--- config.mk ---
export PLATFORM = sky130hd
export DESIGN_NAME = serial_feistel_core
export DESIGN_NICKNAME = d
export VERILOG_FILES = /design/src/rtl/lwc_pkg.sv /design/src/rtl/lwc_sequencer.sv /design/src/rtl/lwc_tap_pick.sv /design/src/rtl/lwc_round_bit.sv /design/src/rtl/serial_feistel_core.sv
export SDC_FILE = /design/constraint.sdc
export NUM_CORES = 1
export LEC_CHECK = 0
export BUFFER_PORTS_ARGS = -buffer_cell sky130_fd_sc_hd__buf_2
export CAP_MARGIN = 15
export CORE_ASPECT_RATIO = 1.25
export CORE_MARGIN = 2
export CORE_UTILIZATION = 40
export DETAILED_ROUTE_END_ITERATION = 10
export GPL_TIMING_DRIVEN = 1
export PLACE_DENSITY_LB_ADDON = 0.15
export SETUP_SLACK_MARGIN = 0.05
export SYNTH_ARGS = -nofsm -noshare
export SYNTH_HDL_FRONTEND = slang
export SYNTH_SLANG_ARGS = --single-unit
--- constraint.sdc ---
create_clock -name clk -period 1.49 [get_ports clk]
set_input_delay 0.0745 -clock clk [delete_from_list [all_inputs] [get_ports clk]]
set_output_delay 0.0745 -clock clk [all_outputs]
set_load 0.1 [all_outputs]
--- src/rtl/lwc_pkg.sv ---
package lwc_pkg;
    localparam int WORD_W_DEF  = 16;
    localparam int ROUND_N_DEF = 32;
    localparam int ROT_A_DEF   = 1;
    localparam int ROT_B_DEF   = 8;
    localparam int ROT_C_DEF   = 2;
endpackage

--- src/rtl/lwc_sequencer.sv ---
module lwc_sequencer #(
    parameter int W      = 16,
    parameter int ROUNDS = 32,
    localparam int BW    = $clog2(W),
    localparam int RW    = $clog2(ROUNDS)
) (
    input  logic          clk,
    input  logic          rst,
    input  logic          start,
    output logic          busy,
    output logic          load,
    output logic [BW-1:0] bit_idx,
    output logic          done
);
    typedef struct packed {
        logic          busy;
        logic          done;
        logic [BW-1:0] bit_cnt;
        logic [RW-1:0] rnd_cnt;
    } seq_t;

    seq_t seq_d, seq_q;

    always_comb begin
        seq_d      = seq_q;
        seq_d.done = 1'b0;
        load       = !seq_q.busy && start;
        if (load) begin
            seq_d.busy    = 1'b1;
            seq_d.bit_cnt = '0;
            seq_d.rnd_cnt = '0;
        end else if (seq_q.busy) begin
            if (seq_q.bit_cnt == BW'(W - 1)) begin
                seq_d.bit_cnt = '0;
                if (seq_q.rnd_cnt == RW'(ROUNDS - 1)) begin
                    seq_d.busy    = 1'b0;
                    seq_d.done    = 1'b1;
                    seq_d.rnd_cnt = '0;
                end else begin
                    seq_d.rnd_cnt = seq_q.rnd_cnt + 1'b1;
                end
            end else begin
                seq_d.bit_cnt = seq_q.bit_cnt + 1'b1;
            end
        end
    end

    always_ff @(posedge clk) begin
        if (rst) begin
            seq_q <= '0;
        end else begin
            seq_q <= seq_d;
        end
    end

    assign busy    = seq_q.busy;
    assign bit_idx = seq_q.bit_cnt;
    assign done    = seq_q.done;
endmodule

--- src/rtl/lwc_tap_pick.sv ---
module lwc_tap_pick #(
    parameter int W   = 16,
    parameter int ROT = 1,
    localparam int BW  = $clog2(W),
    localparam int POS = W - ROT
) (
    input  logic [W-1:0]  live_word,
    input  logic [W-1:0]  fifo_word,
    input  logic [BW-1:0] bit_idx,
    output logic          tap
);
    // Old bit (i-ROT) mod W sits at index W-ROT: still in the live word
    // before wrap-around is passed, already moved into the FIFO after.
    assign tap = (bit_idx < BW'(ROT)) ? live_word[POS] : fifo_word[POS];
endmodule

--- src/rtl/lwc_round_bit.sv ---
module lwc_round_bit (
    input  logic lower_bit,
    input  logic and_a,
    input  logic and_b,
    input  logic xor_c,
    input  logic key_bit,
    output logic new_bit
);
    assign new_bit = lower_bit ^ (and_a & and_b) ^ xor_c ^ key_bit;
endmodule

--- src/rtl/serial_feistel_core.sv ---
module serial_feistel_core #(
    parameter int WORD_W  = lwc_pkg::WORD_W_DEF,
    parameter int ROUND_N = lwc_pkg::ROUND_N_DEF,
    parameter int ROT_A   = lwc_pkg::ROT_A_DEF,
    parameter int ROT_B   = lwc_pkg::ROT_B_DEF,
    parameter int ROT_C   = lwc_pkg::ROT_C_DEF
) (
    input  logic                  clk,
    input  logic                  rst,
    input  logic                  start,
    input  logic [2*WORD_W-1:0]   plain_in,
    input  logic                  key_bit,
    output logic                  key_req,
    output logic [2*WORD_W-1:0]   cipher_out,
    output logic                  done
);
    localparam int BW = $clog2(WORD_W);
    localparam int ROT_LIST [3] = '{ROT_A, ROT_B, ROT_C};

    typedef struct packed {
        logic [WORD_W-1:0] live;
        logic [WORD_W-1:0] fifo;
    } store_t;

    store_t            st_d, st_q;
    logic              busy, load;
    logic [BW-1:0]     bit_idx;
    logic [2:0]        taps;
    logic              new_bit;

    lwc_sequencer #(.W(WORD_W), .ROUNDS(ROUND_N)) i_seq (
        .clk     (clk),
        .rst     (rst),
        .start   (start),
        .busy    (busy),
        .load    (load),
        .bit_idx (bit_idx),
        .done    (done)
    );

    for (genvar g = 0; g < 3; g++) begin : g_tap
        lwc_tap_pick #(.W(WORD_W), .ROT(ROT_LIST[g])) i_tap (
            .live_word (st_q.live),
            .fifo_word (st_q.fifo),
            .bit_idx   (bit_idx),
            .tap       (taps[g])
        );
    end

    lwc_round_bit i_bit (
        .lower_bit (st_q.fifo[0]),
        .and_a     (taps[0]),
        .and_b     (taps[1]),
        .xor_c     (taps[2]),
        .key_bit   (key_bit),
        .new_bit   (new_bit)
    );

    always_comb begin
        st_d = st_q;
        if (load) begin
            st_d.live = plain_in[2*WORD_W-1:WORD_W];
            st_d.fifo = plain_in[WORD_W-1:0];
        end else if (busy) begin
            st_d.live = {new_bit, st_q.live[WORD_W-1:1]};
            st_d.fifo = {st_q.live[0], st_q.fifo[WORD_W-1:1]};
        end
    end

    always_ff @(posedge clk) begin
        if (rst) begin
            st_q <= '0;
        end else begin
            st_q <= st_d;
        end
    end

    assign key_req    = busy;
    assign cipher_out = {st_q.live, st_q.fifo};
endmodule

==> results of run 1 <==
-- state kept, by name, indices dropped and copies added (netlist names) --
signal,flops
i_seq.done,1
i_seq.busy,1
i_seq.seq_q,5
cipher_out,32
i_seq.bit_idx,4
-- layer usage --
layer / up-vias / part of all wire [%] / global-route usage (%)
met3: 8 / 4.9 / 4.59
met4: 0 / 2.1 / 6.73
met2: 47 / 47 / 25.8
met5: - / 0 / 0
li1: 973 / - / -
met1: 828 / 46 / 22.1
-- worst paths after layout --
kind / endpoint / slack (ns) / depth (start not counted)
worst max-delay path: cipher_out[31] / -0.03 / 3
worst min-delay path: cipher_out[30] / 0.02 / 2
worst max register to register: cipher_out[31] / -0.03 / 3
worst min register to register: cipher_out[10] / 0.51 / 2
-- layout by cell type, fill, tap and decap left out, types with 4 or more instances in the layout --
cell type / netlist / routed
sky130_fd_sc_hd__nor2_1: 68 / 68
sky130_fd_sc_hd__buf_2: 6 / 68
sky130_fd_sc_hd__a21oi_1: 36 / 35
sky130_fd_sc_hd__mux2i_1: 33 / 33
sky130_fd_sc_hd__dfxtp_1: 43 / 31
sky130_fd_sc_hd__buf_4: 1 / 12
sky130_fd_sc_hd__dfxtp_2: 0 / 10
sky130_fd_sc_hd__clkbuf_8: 0 / 7
sky130_fd_sc_hd__nand2_1: 5 / 5
sky130_fd_sc_hd__ha_4: 0 / 4
-- kinds of logic after synthesis --
| group | synth area share [%] |
|---|---|
| simple gates | 18.8 |
| fa+ha+maj | 2.44 |
| xor+xnor | 1.71 |
| buf+inv | 5.12 |
| mux | 17.4 |
| compound gates | 12.6 |
| flops | 41.9 |
-- cell type report --
class	count	area (sq um)
clock buffers	7	96.3
well taps	62	77.6
clock inverters	1	7.51
flip-flops and latches	43	881
repair buffers	84	493
fillers	482	2230
inverters	3	11.3
multi-input cells	177	1210
-- timing repair --
item                                    in CTS  in global routing
pin swaps                                    3                  3
resized for setup                            8                 11
setup buffers                                0                  2
endpoints found under the setup margin       3                  4
-- worst reg2reg max path, cell delays in order, from the launching register on --
cell and delay, ns:
sky130_fd_sc_hd__dfxtp_1 0.55, sky130_fd_sc_hd__mux2_2 0.43, sky130_fd_sc_hd__a2111oi_4 0.36, sky130_fd_sc_hd__nor3b_2 0.08
-- metrics by stage --
step	util (%)	hold slack, ns
finish	55.4	0.0240
global route	55.4	0.0372
CTS	54.1	0.0215
detailed placement	51.2	0.349
global placement	51.2	0.339
floorplan	-	0.334
-- report_power, final --
group	internal, uW	switching (uW)	total, uW
combinational	210	603	813
clock	421	390	811
sequential	1210	57.9	1270
total	1840	1050	2890
==> impl_table.tex, run 1 <==
\begin{tabular}{lr}
\hline
Metric & Value \\
\hline
\multicolumn{2}{l}{\textbf{Setup path}} \\
\quad Buffering stage count on the worst path with inverters included & 0 \\
\quad Crit path kind & reg -> reg \\
\quad CP Data Arrival Time & 1.70 ns \\
\quad Maximum cell stage delay along the critical path & 0.55 ns \\
\quad Worst setup SP type & flip-flop \\
\quad Maximum fanout along the worst path & 7 \\
\quad CP max stage cell & sky130\_fd\_sc\_hd\_\_dfxtp\_1 \\
\quad R2R Path Start & i\_seq.bit\_idx[3] \\
\quad List of cells traversed by the critical path & mux2\_2, a2111oi\_4, nor3b\_2 \\
\quad Type of element capturing the critical path & flip-flop \\
\quad Category of cells accounting for the largest share of critical-path delay & flip-flops \\
\quad Critical path origin & i\_seq.bit\_idx[3] \\
\quad Data required, critical path & 1.67 ns \\
\multicolumn{2}{l}{\textbf{Logic synthesis}} \\
\quad Ys flop type & sky130\_fd\_sc\_hd\_\_dfxtp\_1 \\
\quad Net count of the mapped netlist & 283 \\
\quad Average cell area after synthesis & 8.45 sq um \\
\quad Number of enable flip-flop cells after synthesis & 0 \\
\quad Number of synthesized register bits & 43 \\
\quad Part of the Yosys area used for sequential elements & 41.9\% \\
\quad Top post-synthesis cells by count & sky130\_fd\_sc\_hd\_\_nor2\_1 (68), sky130\_fd\_sc\_hd\_\_dfxtp\_1 (43), sky130\_fd\_sc\_hd\_\_a21oi\_1 (36) \\
\quad Fraction of registers with async set or reset after synthesis & 0\% \\
\quad Fraction of synthesized cell area taken by the top area cell type & 41.9\% \\
\quad Most used standard cell by instance count after synthesis & sky130\_fd\_sc\_hd\_\_nor2\_1 \\
\quad Total of warnings raised by yosys & 0 \\
\quad Synth area leader & sky130\_fd\_sc\_hd\_\_dfxtp\_1 \\
\quad Library cells used by synthesis & 35 \\
\quad Area of the mapped netlist & 2050 sq um \\
\quad Post-Syn Instances & 243 \\
\quad Biggest area contributors in the synthesized netlist & sky130\_fd\_sc\_hd\_\_dfxtp\_1 (42\%), sky130\_fd\_sc\_hd\_\_mux2i\_1 (16\%), sky130\_fd\_sc\_hd\_\_nor2\_1 (12\%) \\
\multicolumn{2}{l}{\textbf{Timing}} \\
\quad Unrepaired setup endpoints after global routing & yes \\
\quad Number of max-slew violations in the final report & 0 \\
\quad Post-route minimum period & 1.52 ns \\
\quad Worst setup slack after layout & -0.0313 ns \\
\quad Max-slew headroom & 67.5\% \\
\quad Final setup fails & 1 \\
\quad Final hold vios & 0 \\
\quad Total Negative Setup Slacks & -0.0313 ns \\
\quad Share of the clock period used by the worst path & 102\% \\
\quad Top achievable clock speed & 0.657 GHz \\
\quad Clock Skew & 0.00560 ns \\
\quad Slew @ Worst Pin & 0.491 ns \\
\multicolumn{2}{l}{\textbf{Route}} \\
\quad Number of vias per cell after detailed routing & 4.92 \\
\quad DR WL/cell & 12.3 um \\
\quad Detailed-router iteration count before antenna repair & 5 \\
\quad \# DRC & 0 \\
\quad Total wirelength of the detailed-routed design & 4.65 mm \\
\quad Number of nets with antenna violations after routing & 0 \\
\quad Iteration-0 DRC Markers & 97 \\
\quad Total number of vias & 1856 \\
\multicolumn{2}{l}{\textbf{Pwr}} \\
\quad Total Power Consumption & 2890 uW \\
\quad Leakage & 0.00132 uW \\
\quad Power density cells & 1040 nW/um\^{}2 \\
\quad Peak supply drop & 0.518 mV \\
\multicolumn{2}{l}{\textbf{Layout}} \\
\quad Share of final-layout standard cells stronger than drive strength 1 & 39.4\% \\
\quad Filler-free cell count of the finished design & 377 \\
\quad Post-route cell area & 2770 sq um \\
\quad Nets & 354 \\
\quad Syn-to-layout area delta & 35.0\% \\
\quad Inserted Diodes & 0 \\
\multicolumn{2}{l}{\textbf{Floorplanning}} \\
\quad DIE WIDTH & 68.1 um \\
\quad Die area & 5730 sq um \\
\quad Height of the chip & 84.1 um \\
\quad Number of rows created at floorplan & 29 \\
\quad Number of I/O pins & 70 \\
\quad Effective utilization at floorplan & 41.0\% \\
\quad Core Footprint & 5010 sq um \\
\multicolumn{2}{l}{\textbf{Place}} \\
\quad Last weighted congestion value of the routability-driven placer & 0.733 \\
\quad Worst-case setup slack after placement & -0.0639 ns \\
\quad Standard cell area after detailed placement & 2560 sq um \\
\quad Placed Cells incl. Taps & 367 \\
\quad Post-DP HPWL & 3.19 mm \\
\quad IO Port Bufs & 69 \\
\multicolumn{2}{l}{\textbf{GRT}} \\
\quad Global Route Usage Sum & 16.8\% \\
\quad Pin count of the biggest net entering global routing & 37 \\
\quad Number of antenna violations at the first check in global routing & 0 \\
\quad Global-route wire length before repair & 7.36 mm \\
\quad Via count of the first global-routing pass & 1569 \\
\quad Total congestion overflow & 0 \\
\multicolumn{2}{l}{\textbf{Clock tree}} \\
\quad Worst-skew pair later-pin latency & 0.30 ns \\
\quad Number of sinks on the clock net & 43 \\
\quad Quantity of hold-fixing buffers added after cts & 0 \\
\quad H-tree depth & 2 \\
\quad Clock root buffer & sky130\_fd\_sc\_hd\_\_clkbuf\_8 \\
\quad CTS clk-pin slew, worst paths & 0.08 ns \\
\quad CTS Buf Count & 5 \\
\quad Clock Tree Buf Depth & 2 \\
\quad CTS tree & built \\
\multicolumn{2}{l}{\textbf{Run}} \\
\quad Max\_cap viols & 0 \\
\multicolumn{2}{l}{\textbf{Status}} \\
\quad Violated checks & setup timing \\
\quad Status & finished, violations left \\
\multicolumn{2}{l}{\textbf{Hold path}} \\
\quad Hold path startpoint & rst \\
\quad Min-delay worst type & in -> reg \\
\hline
\end{tabular}
(Power assumes the default switching activity.)
==> run 2, diff against run 1 <==
--- a/config.mk
+++ b/config.mk
@@ -13,6 +13,7 @@
 export DETAILED_ROUTE_END_ITERATION = 10
 export GPL_TIMING_DRIVEN = 1
 export PLACE_DENSITY_LB_ADDON = 0.15
+export RECOVER_POWER = 100
 export SETUP_SLACK_MARGIN = 0.05
 export SYNTH_ARGS = -nofsm -noshare
 export SYNTH_HDL_FRONTEND = slang
==> run 2 against run 1 <==
Compared with the run above:
- the flow still finishes with violations (setup timing)
- wire length fell by 0.67%
- largest power group unchanged
- non-clock buffer count unchanged
- setup slack gained 0.0027 ns
- clock skew about the same
- final area is 0.27% lower
- largest cell class unchanged
- maximum frequency grew 0.18%
- die area unchanged
- register-to-register slack about the same
- sequential cell count unchanged
==> impl_table.tex, run 2 (synthesized netlist as in run 1, its figures left out) <==
\begin{tabular}{lr}
\hline
Metric & Value \\
\hline
\multicolumn{2}{l}{\textbf{Status}} \\
\quad Status & finished, violations left \\
\quad Violated checks & setup timing \\
\multicolumn{2}{l}{\textbf{Route}} \\
\quad Iteration-0 DRC Markers & 92 (-5.2\%) \\
\quad Number of vias per cell after detailed routing & 4.89 (-0.65\%) \\
\quad Total number of vias & 1844 (-0.65\%) \\
\quad Number of nets with antenna violations after routing & 0 (unchanged) \\
\quad Detailed-router iteration count before antenna repair & 4 (-1) \\
\quad \# DRC & 0 (unchanged) \\
\quad DR WL/cell & 12.3 um (-0.67\%) \\
\quad Total wirelength of the detailed-routed design & 4.62 mm (-0.67\%) \\
\multicolumn{2}{l}{\textbf{Timing}} \\
\quad Final hold vios & 0 (unchanged) \\
\quad Worst setup slack after layout & -0.0286 ns (+0.00275 ns) \\
\quad Max-slew headroom & 63.8\% (-3.8 points) \\
\quad Unrepaired setup endpoints after global routing & yes \\
\quad Post-route minimum period & 1.52 ns (-0.00275 ns) \\
\quad Clock Skew & 0.00542 ns (-0.000183 ns) \\
\quad Final setup fails & 2 (+1) \\
\quad Share of the clock period used by the worst path & 102\% (-0.18 points) \\
\quad Top achievable clock speed & 0.659 GHz (+0.18\%) \\
\quad Total Negative Setup Slacks & -0.0328 ns (-0.00145 ns) \\
\quad Slew @ Worst Pin & 0.546 ns (+0.0552 ns) \\
\quad Number of max-slew violations in the final report & 0 (unchanged) \\
\multicolumn{2}{l}{\textbf{Clock tree}} \\
\quad H-tree depth & 2 (unchanged) \\
\quad CTS clk-pin slew, worst paths & 0.08 ns (about the same) \\
\quad Worst-skew pair later-pin latency & 0.30 ns (about the same) \\
\quad CTS tree & built \\
\quad Clock Tree Buf Depth & 2 (unchanged) \\
\quad Quantity of hold-fixing buffers added after cts & 0 (unchanged) \\
\quad Number of sinks on the clock net & 43 (unchanged) \\
\quad CTS Buf Count & 5 (unchanged) \\
\quad Clock root buffer & sky130\_fd\_sc\_hd\_\_clkbuf\_8 \\
\multicolumn{2}{l}{\textbf{Setup path}} \\
\quad Worst setup SP type & flip-flop \\
\quad Maximum fanout along the worst path & 7 (unchanged) \\
\quad Buffering stage count on the worst path with inverters included & 0 (unchanged) \\
\quad CP Data Arrival Time & 1.70 ns (about the same) \\
\quad Type of element capturing the critical path & flip-flop \\
\quad Reg2reg setup slack & -0.03 ns (about the same) \\
\quad Crit path kind & reg -> reg \\
\quad Maximum cell stage delay along the critical path & 0.55 ns (about the same) \\
\quad List of cells traversed by the critical path & mux2\_2, a2111oi\_4, nor3b\_2 \\
\quad Category of cells accounting for the largest share of critical-path delay & flip-flops \\
\quad Data required, critical path & 1.67 ns (about the same) \\
\quad CP max stage cell & sky130\_fd\_sc\_hd\_\_dfxtp\_1 \\
\multicolumn{2}{l}{\textbf{Layout}} \\
\quad Post-route cell area & 2770 sq um (-0.27\%) \\
\quad Share of final-layout standard cells stronger than drive strength 1 & 39.0\% (-0.32 points) \\
\quad Largest register FFs & 32 (unchanged) \\
\quad Nets & 354 (unchanged) \\
\quad Area occupied by registers & 880 sq um (-0.14\%) \\
\quad Inserted Diodes & 0 (unchanged) \\
\quad Commonest non-fill, non-tap cell in the layout & sky130\_fd\_sc\_hd\_\_nor2\_1 \\
\quad Syn-to-layout area delta & 34.7\% \\
\quad Commonest non-fill, non-tap cells in the layout & sky130\_fd\_sc\_hd\_\_nor2\_1 (68), sky130\_fd\_sc\_hd\_\_a21oi\_1 (35), sky130\_fd\_sc\_hd\_\_buf\_2 (35), sky130\_fd\_sc\_hd\_\_clkbuf\_2 (34), sky130\_fd\_sc\_hd\_\_mux2i\_1 (33) \\
\quad Footprint of the multi-input gates & 1210 sq um (unchanged) \\
\quad Fillcell total & 484 (+0.41\%) \\
\multicolumn{2}{l}{\textbf{Run}} \\
\quad Max\_cap viols & 0 (unchanged) \\
\multicolumn{2}{l}{\textbf{Place}} \\
\quad Post-DP HPWL & 3.19 mm (unchanged) \\
\quad Standard cell area after detailed placement & 2560 sq um (unchanged) \\
\quad Last weighted congestion value of the routability-driven placer & 0.733 (unchanged) \\
\quad IO Port Bufs & 69 (unchanged) \\
\quad Worst-case setup slack after placement & -0.0639 ns (unchanged) \\
\multicolumn{2}{l}{\textbf{Pwr}} \\
\quad Leakage & 0.00129 uW (-1.9\%) \\
\quad Power density cells & 1050 nW/um\^{}2 (+0.24\%) \\
\quad Peak supply drop & 0.519 mV (about the same) \\
\multicolumn{2}{l}{\textbf{Hold path}} \\
\quad Min-delay worst type & in -> reg \\
\multicolumn{2}{l}{\textbf{GRT}} \\
\quad Via count of the first global-routing pass & 1569 (unchanged) \\
\quad Pin count of the biggest net entering global routing & 37 (unchanged) \\
\quad Total congestion overflow & 0 (unchanged) \\
\quad Number of antenna violations at the first check in global routing & 0 (unchanged) \\
\quad Global Route Usage Sum & 16.8\% (unchanged) \\
\quad Global-route wire length before repair & 7.36 mm (unchanged) \\
\multicolumn{2}{l}{\textbf{Floorplanning}} \\
\quad Effective utilization at floorplan & 41.0\% (unchanged) \\
\quad Height of the chip & 84.1 um (unchanged) \\
\quad DIE WIDTH & 68.1 um (unchanged) \\
\quad Die area & 5730 sq um (unchanged) \\
\quad Number of rows created at floorplan & 29 (unchanged) \\
\quad Number of I/O pins & 70 (unchanged) \\
\quad Core Footprint & 5010 sq um (unchanged) \\
\hline
\end{tabular}
[run 2: cell types whose count changed in the layout (fill, tap and decap cells not counted), sizes merged]
cell and change:
clkbuf +35, buf -35
[run 2: where the power goes]
group | internal [uW] | switching, uW | total, uW
sequential | 1210 | 59.9 | 1270
combinational | 207 | 603 | 810
clock | 421 | 390 | 812
[run 2: stage by stage]
| stage | utilization (%) | power [uW] | cells | hold WS, ns |
|---|---|---|---|---|
| after floorplan | - | 1950 | 243 | 0.334 |
| after global placement | 51.2 | 2100 | 367 | 0.339 |
| after detailed placement | 51.2 | 2100 | 367 | 0.349 |
| after CTS | 54.1 | 2930 | 375 | 0.0215 |
| after global routing | 55.2 | 3040 | 377 | 0.0372 |
| final | 55.2 | 2890 | 377 | 0.0262 |
[run 2: repair_timing]
item | CTS | global route
pin swaps | 3 | 3
buffers inserted | 0 | 2
endpoints found under the setup margin | 3 | 4
resized for setup | 8 | 11
[run 2: layout make-up]
| cell class | instances | share of cell area [%] |
|---|---|---|
| Inverter | 3 | 0.407 |
| Timing Repair Buffer | 84 | 17.6 |
| Clock inverter | 1 | 0.271 |
| Multi-Input combinational cell | 177 | 43.6 |
| Clock buffer | 7 | 3.48 |
| Sequential cell | 43 | 31.8 |
| Tap cell | 62 | 2.81 |
[run 2: layer usage]
layer	wire length [um]	vias to the layer above	track usage (%)
met3	211	9	4.59
met2	2180	44	25.8
li1	-	972	-
met4	115	0	6.73
met5	0	-	0
met1	2120	819	22.1
[run 2: final timing paths]
kind,from,to,cells past startpoint
setup / recovery,i_seq.bit_idx[3],cipher_out[31],3
hold / removal,rst,cipher_out[30],2
hold reg to reg,cipher_out[11],cipher_out[10],2
setup reg to reg,i_seq.bit_idx[3],cipher_out[31],3
